`src/rtl/pin_irq_ctrl.sv`:
```
module pin_irq_ctrl #(
  parameter int NCH = 8,
  parameter int AW  = 4,
  parameter int DW  = 32
) (
  input  logic          clk,
  input  logic          rst_n,
  input  logic          bus_we,
  input  logic [AW-1:0] bus_addr,
  input  logic [DW-1:0] bus_wdata,
  output logic [DW-1:0] bus_rdata,
  input  logic [NCH-1:0] pin_in,
  output logic [NCH-1:0] irq_out
);
  localparam logic [AW-1:0] A_MODE = AW'(0);
  localparam logic [AW-1:0] A_REN  = AW'(1);
  localparam logic [AW-1:0] A_RSET = AW'(2);
  localparam logic [AW-1:0] A_RCLR = AW'(3);
  localparam logic [AW-1:0] A_FEN  = AW'(4);
  localparam logic [AW-1:0] A_FSET = AW'(5);
  localparam logic [AW-1:0] A_FCLR = AW'(6);
  localparam logic [AW-1:0] A_RISE = AW'(7);
  localparam logic [AW-1:0] A_FALL = AW'(8);
  localparam logic [AW-1:0] A_STAT = AW'(9);
  localparam int PADW = DW - NCH;

  logic [NCH-1:0] prev_q, mode_q, ren_q, fen_q, rise_q, fall_q, pend_q;
  logic [NCH-1:0] mode_d, ren_d, fen_d, rise_d, fall_d, pend_d;
  logic [NCH-1:0] wm, rise_ev, fall_ev, lvl_hit, rd_val;

  assign wm      = bus_wdata[NCH-1:0];
  assign rise_ev = pin_in & ~prev_q;
  assign fall_ev = ~pin_in & prev_q;
  assign lvl_hit = ren_q & ~(pin_in ^ fen_q);
  assign irq_out = (mode_q & lvl_hit) | (~mode_q & pend_q);

  always_comb begin
    mode_d = mode_q;
    ren_d  = ren_q;
    fen_d  = fen_q;
    rise_d = rise_q;
    fall_d = fall_q;
    pend_d = pend_q;
    if (bus_we) begin
      unique case (bus_addr)
        A_MODE: mode_d = wm;
        A_REN:  ren_d  = wm;
        A_RSET: ren_d  = ren_q | wm;
        A_RCLR: ren_d  = ren_q & ~wm;
        A_FEN:  fen_d  = wm;
        A_FSET: fen_d  = fen_q | wm;
        A_FCLR: fen_d  = fen_q & ~wm;
        A_RISE: rise_d = rise_q & ~wm;
        A_FALL: fall_d = fall_q & ~wm;
        A_STAT: begin
          pend_d = pend_q & ~(wm & ~mode_q);
          fen_d  = fen_q ^ (wm & mode_q);
        end
        default: ;
      endcase
    end
    rise_d = rise_d | rise_ev;
    fall_d = fall_d | fall_ev;
    pend_d = (pend_d | (rise_ev & ren_q) | (fall_ev & fen_q)) & ~mode_d;
  end

  always_ff @(posedge clk or negedge rst_n) begin
    if (!rst_n) begin
      prev_q <= '0;
      mode_q <= '0;
      ren_q  <= '0;
      fen_q  <= '0;
      rise_q <= '0;
      fall_q <= '0;
      pend_q <= '0;
    end else begin
      prev_q <= pin_in;
      mode_q <= mode_d;
      ren_q  <= ren_d;
      fen_q  <= fen_d;
      rise_q <= rise_d;
      fall_q <= fall_d;
      pend_q <= pend_d;
    end
  end

  always_comb begin
    unique case (bus_addr)
      A_MODE:  rd_val = mode_q;
      A_REN:   rd_val = ren_q;
      A_FEN:   rd_val = fen_q;
      A_RISE:  rd_val = rise_q;
      A_FALL:  rd_val = fall_q;
      A_STAT:  rd_val = irq_out;
      default: rd_val = '0;
    endcase
  end

  assign bus_rdata = {{PADW{1'b0}}, rd_val};
endmodule

```
`config.mk`:
```
export PLATFORM = sky130hd
export DESIGN_NAME = pin_irq_ctrl
export DESIGN_NICKNAME = d
export VERILOG_FILES = /design/src/rtl/pin_irq_ctrl.sv
export SDC_FILE = /design/constraint.sdc
export NUM_CORES = 1
export LEC_CHECK = 0
export BUFFER_PORTS_ARGS = -buffer_cell sky130_fd_sc_hd__buf_2
export CAP_MARGIN = 20
export CORE_UTILIZATION = 45
export CTS_BUF_LIST = sky130_fd_sc_hd__clkbuf_4
export DETAILED_ROUTE_END_ITERATION = 10
export GPL_ROUTABILITY_DRIVEN = 1
export PLACE_DENSITY = 0.72
export RECOVER_POWER = 25
export REMOVE_ABC_BUFFERS = 1
export SLEW_MARGIN = 40
export SYNTH_ARGS = -nofsm -noshare
export SYNTH_HDL_FRONTEND = slang
export SYNTH_SLANG_ARGS = --single-unit
```
`constraint.sdc`:
```
create_clock -name clk -period 1.47 [get_ports clk]
set_input_delay 0.147 -clock clk [delete_from_list [all_inputs] [get_ports clk]]
set_output_delay 0.147 -clock clk [all_outputs]
set_load 0.005 [all_outputs]
```
# Word-level counts from Yosys, hierarchy flattened
# Index checks and enable logic that the tools add are counted.
# word_totals
register_bits	56
inputBits	47
out_inout_bits	40
elab_cells	63
# op_classes
eq_ne	9
muxes	11
n_bitwise	31
n_reduce_logical	5
# op_table
operator	n
bitwise AND 8 bit	15
two-way mux 8 bit	8
inverter 8 bit	7
OR 8 bit	7
one-hot mux 8 bit (6 select lines)	1
one-hot mux 8 bit (4 select lines)	1
one-hot mux 8 bit (3 select lines)	1
equality test 4 x 3 -> 1 bit (second input constant)	4
bitwise XOR 8 bit	2
equality test 4 x 2 -> 1 bit (second input constant)	2
equality test 4 bit (second input constant)	2
equality test 4 x 1 -> 1 bit (second input constant)	1
logical NOT 4 bit	1
AND reduction 2 bit	2
nonzero test 4 bit	1
nonzero test 3 bit	1

# Longest topological paths before layout
# Gate-level depths: netlist of run 1.
# logic_depth
depth_word	9
depth_mapped	7
ltp_nobuf	4

# Least setup slack after synthesis of run 1
# No wires, ideal clock.
# synth_timing
kind	input port to flip-flop
from	input bus_addr[1]
to	register mode_q[3]
setup_time_ns	0.125
t_arrival_ns	1.342
t_required_ns	1.345
slack_ns	0.003
cell_stages	5
n_path_buf	2
cell_sequence	buf_4 -> nor4_4 -> nand2_4 -> buf_6 -> mux2_4
# synth_via
elab_chain_cells	3
# synth_lines
element	line	source
start, declared	9	input logic [AW-1:0] bus_addr,
logical NOT 4 bit	45	unique case (bus_addr)
two-way mux 8 bit	45	
two-way mux 8 bit	44	if (bus_we) begin
net mode_d[3]	28	logic [NCH-1:0] mode_d, ren_d, fen_d, rise_d, fall_d, pend_d;
end signal, assigned	78	mode_q <= mode_d;
end, declared	27	logic [NCH-1:0] prev_q, mode_q, ren_q, fen_q, rise_q, fall_q, pend_q;
# The timed path passes the listed nets, and every way through them passes these cells.
# A chain may end at the register's enable or synchronous reset.

# Worst setup path after layout of run 1
# layout_timing
from	register ren_q[7]
to	output bus_rdata[7]
# layout_via
elab_chain_cells	4
# layout_lines
element	line	source
start, declared	27	
start signal, assigned	79	ren_q <= ren_d;
bitwise AND 8 bit	34	assign lvl_hit = ren_q & ~(pin_in ^ fen_q);
bitwise AND 8 bit	35	assign irq_out = (mode_q & lvl_hit) | (~mode_q & pend_q);
OR 8 bit	35	
one-hot mux 8 bit (6 select lines) (*)	88	unique case (bus_addr)
end, declared	11	output logic [DW-1:0] bus_rdata,
# Every way passes the cells marked *; elsewhere a longest branch is shown, timed or not.

==> results of run 1 <==
## cell type report
| type | count | area (um^2) | area share, % |
|---|---|---|---|
| Multi-Input combinational cell | 272 | 1900 | 42.5 |
| Sequential cell | 56 | 1410 | 31.6 |
| Timing Repair Buffer | 124 | 921 | 20.6 |
| Tap cell | 99 | 124 | 2.77 |
| Inverter | 15 | 56.3 | 1.26 |
| Clock buffer | 6 | 45.0 | 1.01 |
| Clock inverter | 2 | 11.3 | 0.252 |
## through the flow
step	instances	util [%]	TNS [ns]	worst slack (ns)
final	574	60.7	-0.821	-0.135
after global routing	574	60.7	-1.96	-0.264
after CTS	567	59.0	-1.05	-0.160
after detailed placement	524	53.9	-2.23	-0.170
after global placement	524	53.9	-1.33	-0.153
after floorplan	343	-	0	0.139
## how the worst max path moves through the flow
| stage | from | end | cells past startpoint |
|---|---|---|---|
| after detailed placement | bus_addr[2] | bus_rdata[2] | 6 |
| after global routing | ren_q[6] | bus_rdata[6] | 3 |
| after floorplan | bus_addr[1] | mode_q[3] | 3 |
| final | ren_q[7] | bus_rdata[7] | 3 |
| after CTS | mode_q[7] | bus_rdata[7] | 3 |
| after global placement | bus_addr[2] | bus_rdata[4] | 6 |
## routing by layer
layer	share of wire (%)	routed length [um]
met1	44	4170
met5	0	0
met3	4.9	463
met2	49	4640
met4	1.5	141
## critical path, stage by stage, from the launching register on
cell      delay, ns
dfrtp_1        0.44
a222oi_1       0.39
nand3_1        0.11
buf_2          0.14
## state kept, by name (all words and copies together), names as in the netlist
register / cells
fen_q: 8
prev_q: 8
rise_q: 8
ren_q: 8
mode_q: 8
fall_q: 8
pend_q: 8
## report_power, final
part	switching, mW	total [mW]	internal [mW]
logic	0.781	1.72	0.935
clock network	0.486	0.688	0.202
registers	0.276	2.10	1.82
## cells in the mapped netlist, types with 8 or more instances
cell type	count
a22oi_1	8
dfrtp_1	56
buf_4	27
inv_1	15
a221oi_2	8
a21oi_1	22
xnor2_1	8
nand3_1	13
nand2_1	39
nor2_1	10
nand2b_1	10
clkbuf_1	14
o22ai_1	8
o21ai_0	28
nor2b_1	11
xor2_1	8
mux2i_1	14
a222oi_1	8
## kinds of logic after synthesis
| group | Yosys count |
|---|---|
| compound gates | 106 |
| xor+xnor | 16 |
| buf+inv | 62 |
| flops | 56 |
| mux | 22 |
| other cells | 1 |
| simple gates | 104 |
## repair_timing
item	4_1_cts	5_1_grt
hold buffers	11	1
hold endpoints to repair	67	1
pin swaps	13	10
setup endpoints to repair	16	16
setup buffers	24	6
gates resized for setup	12	17
==> flow_metrics.env, run 1 <==
export IMPL_syn_inst=367
export IMPL_synth_compound_area_share_pct=21.9
export IMPL_grt_usage_pct=23.5
export IMPL_hpwlAfterDp_mm=6.41
export IMPL_ys_flop_type="dfrtp_1"
export IMPL_p_per_area_nw_per_um2=1010
export IMPL_finalHoldViolations=0
export IMPL_fin_crit_ns=1.60
export IMPL_avgSynthCellArea_um2=9.51
export IMPL_holdWs_ns=0.0217
export IMPL_diodes=0
export IMPL_rrSetupSlack_ns=0.15
export IMPL_synth_area_top_cells="dfrtp_1 40%, buf_4 5.8%, nand2_1 4.2%"
export IMPL_cts_inserted_buffers=5
export IMPL_hold_path_depth=2
export IMPL_grt_busiest_layer="met2"
export IMPL_rsz0062_at_grt="true"
export IMPL_ys_seq_area_share_pct=40.2
export IMPL_synth_edf_count=0
export IMPL_final_area_um2=4470
export IMPL_yosys_warnings=0
export IMPL_period_share_pct=109
export IMPL_endpoint_kind="output port"
export IMPL_row_count=31
export IMPL_synth_top_cell_area_share_pct=40.2
export IMPL_die_x_um=90.0
export IMPL_synth_distinct_cells=45
export IMPL_synth_top_area_cell="dfrtp_1"
export IMPL_synth_fa_ha_area_share_pct=0
export IMPL_grt_use_met3_pct=3.64
export IMPL_drt_iter0_drc=243
export IMPL_die_area_um2=8110
export IMPL_antenna_found_initial=0
export IMPL_gr_total_overflow=0
export IMPL_avgViaCountPerCell=5.57
export IMPL_max_slew_margin_pct=48.1
export IMPL_numClockSinks=56
export IMPL_synth_top_family_by_area="compound AO/OA/AOI/OAI gates"
export IMPL_grt_first_pass_wirelength_mm=15.2
export IMPL_grt_max_degree=57
export IMPL_power_mw=4.50
export IMPL_routabilityCongestion=0.852
export IMPL_htree_levels=2
export IMPL_hp_class="input port to register"
export IMPL_io_pins=87
export IMPL_ys_ff_latch=56
export IMPL_wl_per_cell_um=16.4
export IMPL_cp_max_fo=3
export IMPL_syn2layout_area_growth_pct=28.3
export IMPL_r2r_cells=5
export IMPL_drive_gt1_share_pct=32.8
export IMPL_insertion_delay_ns=0.38
export IMPL_hold_path_endpoint="pend_q[2]"
export IMPL_cap_violations=0
export IMPL_layout_common_cells="67 x buf_4, 46 x dfrtp_1, 37 x nand2_1, 30 x buf_2, 28 x o21ai_0"
export IMPL_r2r_start="fen_q[6]"
export IMPL_cts_tree="done"
export IMPL_min_delay_start="bus_wdata[2]"
export IMPL_crit_type="register to output port"
export IMPL_first_global_vias=3109
export IMPL_cts_reportedPaths_clkPinSlew_ns=0.16
export IMPL_vias=3195
export IMPL_port_buffers=38
export IMPL_crit_path_start_kind="register"
export IMPL_wl_mm=9.42
export IMPL_mostFrequentLayoutCell="buf_4"
export IMPL_placed_area_um2=3970
export IMPL_slew_violations=0
export IMPL_synth_xor_area_share_pct=4.02
export IMPL_setup_viol=9
export IMPL_ant_nets=0
export IMPL_nFillCells=621
export IMPL_cp_required_ns=1.32
export IMPL_root_buffer="clkbuf_4"
export IMPL_fin_skew_ns=0.0170
export IMPL_yosys_mux_area_fraction_pct=7.03
export IMPL_drt_first_pass_iters=5
export IMPL_cp_arrival_ns=1.46
export IMPL_async_flop_share_pct=100
export IMPL_outcome="complete, but fails checks"
export IMPL_die_h_um=90.0
export IMPL_layout_setup_ws_ns=-0.135
export IMPL_drc=0
export IMPL_synth_simple_area_share_pct=16.3
export IMPL_start_util_pct=47.3
export IMPL_nNetsFinal=521
export IMPL_grt_use_met2_pct=39.7
export IMPL_core_um2=7370
export IMPL_use_met1_pct=30.9
export IMPL_violations="setup timing"
export IMPL_fmax_mhz=623
export IMPL_p_leak_nw=1.98
export IMPL_clk_path_buf_depth=2
export IMPL_worst_pin_slew_ns=0.778
export IMPL_max_vdd_ir_drop_mv=0.616
export IMPL_syn_area_um2=3490
export IMPL_reg2reg_to="pend_q[6]"
(Power assumes the default switching activity.)
==> run 2: changes to the inputs <==
- CELL_PAD_IN_SITES_DETAIL_PLACEMENT: unset -> 0
- CELL_PAD_IN_SITES_GLOBAL_PLACEMENT: unset -> 1
- CORE_UTILIZATION: 45 -> 42
- PLACE_DENSITY: 0.72 -> 0.86
- SETUP_SLACK_MARGIN: unset -> 0.2
==> run 2 against run 1 <==
The run still ends with setup timing left. Global-route usage is 0.26 points lower. Critical path depth is the same. First-iteration DRC count rose by 5.3%. Hold slack worse by 0.0011 ns. Via count is 0.91% higher. Combinational power up 5%.
==> flow_metrics.env, run 2 (synthesis gave the netlist of run 1 again) <==
export IMPL_min_delay_start="bus_wdata[6]"
export IMPL_mostFrequentLayoutCell="buf_4"
export IMPL_nFillCells=699
export IMPL_setup_viol=11
export IMPL_wl_mm=9.72
export IMPL_reg2reg_to="fen_q[7]"
export IMPL_cts_reportedPaths_clkPinSlew_ns=0.16
export IMPL_fin_skew_ns=0.00983
export IMPL_finalHoldViolations=0
export IMPL_max_vdd_ir_drop_mv=0.409
export IMPL_p_leak_nw=2.03
export IMPL_gr_total_overflow=0
export IMPL_r2r_cells=6
export IMPL_violations="setup timing"
export IMPL_grt_usage_pct=23.2
export IMPL_endpoint_kind="output port"
export IMPL_io_pins=87
export IMPL_htree_levels=2
export IMPL_insertion_delay_ns=0.38
export IMPL_layout_area_seq_um2=1410
export IMPL_fin_crit_ns=1.66
export IMPL_cts_tree="done"
export IMPL_hp_class="input port to register"
export IMPL_p_per_area_nw_per_um2=1050
export IMPL_max_slew_margin_pct=47.4
export IMPL_r2r_start="mode_q[7]"
export IMPL_layout_setup_ws_ns=-0.188
export IMPL_diodes=0
export IMPL_cp_required_ns=1.32
export IMPL_final_core_util_pct=57.7
export IMPL_drc=0
export IMPL_cp_max_fo=5
export IMPL_root_buffer="clkbuf_4"
export IMPL_die_h_um=93.1
export IMPL_ant_nets=0
export IMPL_period_share_pct=113
export IMPL_cap_violations=0
export IMPL_antenna_found_initial=0
export IMPL_rrSetupSlack_ns=0.21
export IMPL_multi_input_area_um2=1930
export IMPL_die_area_um2=8670
export IMPL_slew_violations=0
export IMPL_die_x_um=93.1
export IMPL_outcome="complete, but fails checks"
export IMPL_drt_iter0_drc=256
export IMPL_wl_per_cell_um=16.7
export IMPL_start_util_pct=44.2
export IMPL_tns_ns=-1.19
export IMPL_drive_gt1_share_pct=35.3
export IMPL_holdWs_ns=0.0206
export IMPL_hold_path_endpoint="pend_q[6]"
export IMPL_row_count=32
export IMPL_numClockSinks=56
export IMPL_hpwlAfterDp_mm=6.37
export IMPL_port_buffers=38
export IMPL_drt_first_pass_iters=7
export IMPL_crit_type="register to output port"
export IMPL_grt_first_pass_wirelength_mm=15.9
export IMPL_worst_pin_slew_ns=0.788
export IMPL_clk_path_buf_depth=2
export IMPL_cp_arrival_ns=1.51
export IMPL_syn2layout_area_growth_pct=30.4
export IMPL_avgViaCountPerCell=5.55
export IMPL_routabilityCongestion=0.909
export IMPL_fmax_mhz=603
export IMPL_dp_slack_ns=-0.126
export IMPL_nNetsFinal=525
export IMPL_first_global_vias=3124
export IMPL_crit_path_start_kind="register"
export IMPL_core_um2=7890
export IMPL_vias=3224
export IMPL_hold_path_depth=2
export IMPL_rsz0062_at_grt="true"
export IMPL_layout_common_cells="72 x buf_4, 47 x dfrtp_1, 37 x nand2_1, 29 x buf_2, 26 x o21ai_0"
export IMPL_cts_inserted_buffers=5
export IMPL_grt_max_degree=57
-- run 2: changes by cell type in the layout (fill, tap and decap cells not counted), moves of 2 or more --
cell           before  now
buf_4              67   72
buf_6               3    8
nor2b_1            11    8
nor2b_2             0    3
buf_12              4    2
dlygate4sd3_1      12   10
o21ai_0            28   26
o21ai_2             0    2
-- run 2: how the worst max path moves through the flow --
stage,from,cells after the start,to
3_5_place_dp,bus_addr[2],6,bus_rdata[4]
5_1_grt,ren_q[6],3,bus_rdata[6]
2_1_floorplan,bus_addr[1],3,mode_q[3]
6_report,mode_q[2],3,bus_rdata[2]
4_1_cts,mode_q[3],3,bus_rdata[3]
3_3_place_gp,bus_addr[2],6,bus_rdata[3]
-- run 2: layer usage --
layer / routed length (um) / vias to the layer above / GRT usage (%)
met2: 4700 / 133 / 38.4
met4: 207 / 0 / 7.56
met3: 596 / 22 / 3.66
li1: - / 1497 / -
met5: 0 / - / 0
met1: 4220 / 1572 / 31.1
-- run 2: report_power, final --
| part | internal, mW | switching [mW] | total [mW] | leakage (nW) |
|---|---|---|---|---|
| Clock | 0.376 | 0.488 | 0.864 | 0.0456 |
| Combinational | 1.01 | 0.793 | 1.80 | 1.38 |
| Sequential | 1.82 | 0.277 | 2.09 | 0.610 |
| Total | 3.20 | 1.56 | 4.76 | 2.03 |
-- run 2: through the flow --
stage / area, um^2 / std cells / total power [mW]
final: 4550 / 581 / 4.76
after global routing: 4550 / 581 / 5.03
after CTS: 4410 / 573 / 4.55
after detailed placement: 3960 / 528 / 3.29
after global placement: 3960 / 528 / 3.26
after floorplan: 3260 / 343 / 2.79
-- run 2: repair_timing --
item                                   4_1_cts  5_1_grt
setup endpoints to repair                   16       21
hold buffers                                10        0
pin swaps                                   18       18
setup buffers                               27        8
endpoints found under the hold margin       68        0
gates resized for setup                     20       21
-- run 2: worst max-delay path, cell delays in order, from the launching register on --
cell      delay (ns)
dfrtp_2         0.47
a222oi_1        0.40
nand3_2         0.11
buf_2           0.15
-- run 2: area by class of cell --
class,instances,share of cell area (%)
Tap cell,102,2.81
Multi-Input combinational cell,272,42.4
Clock buffer,6,0.990
Inverter,15,1.24
Timing Repair Buffer,128,20.8
Clock inverter,2,0.770
Sequential cell,56,31.1
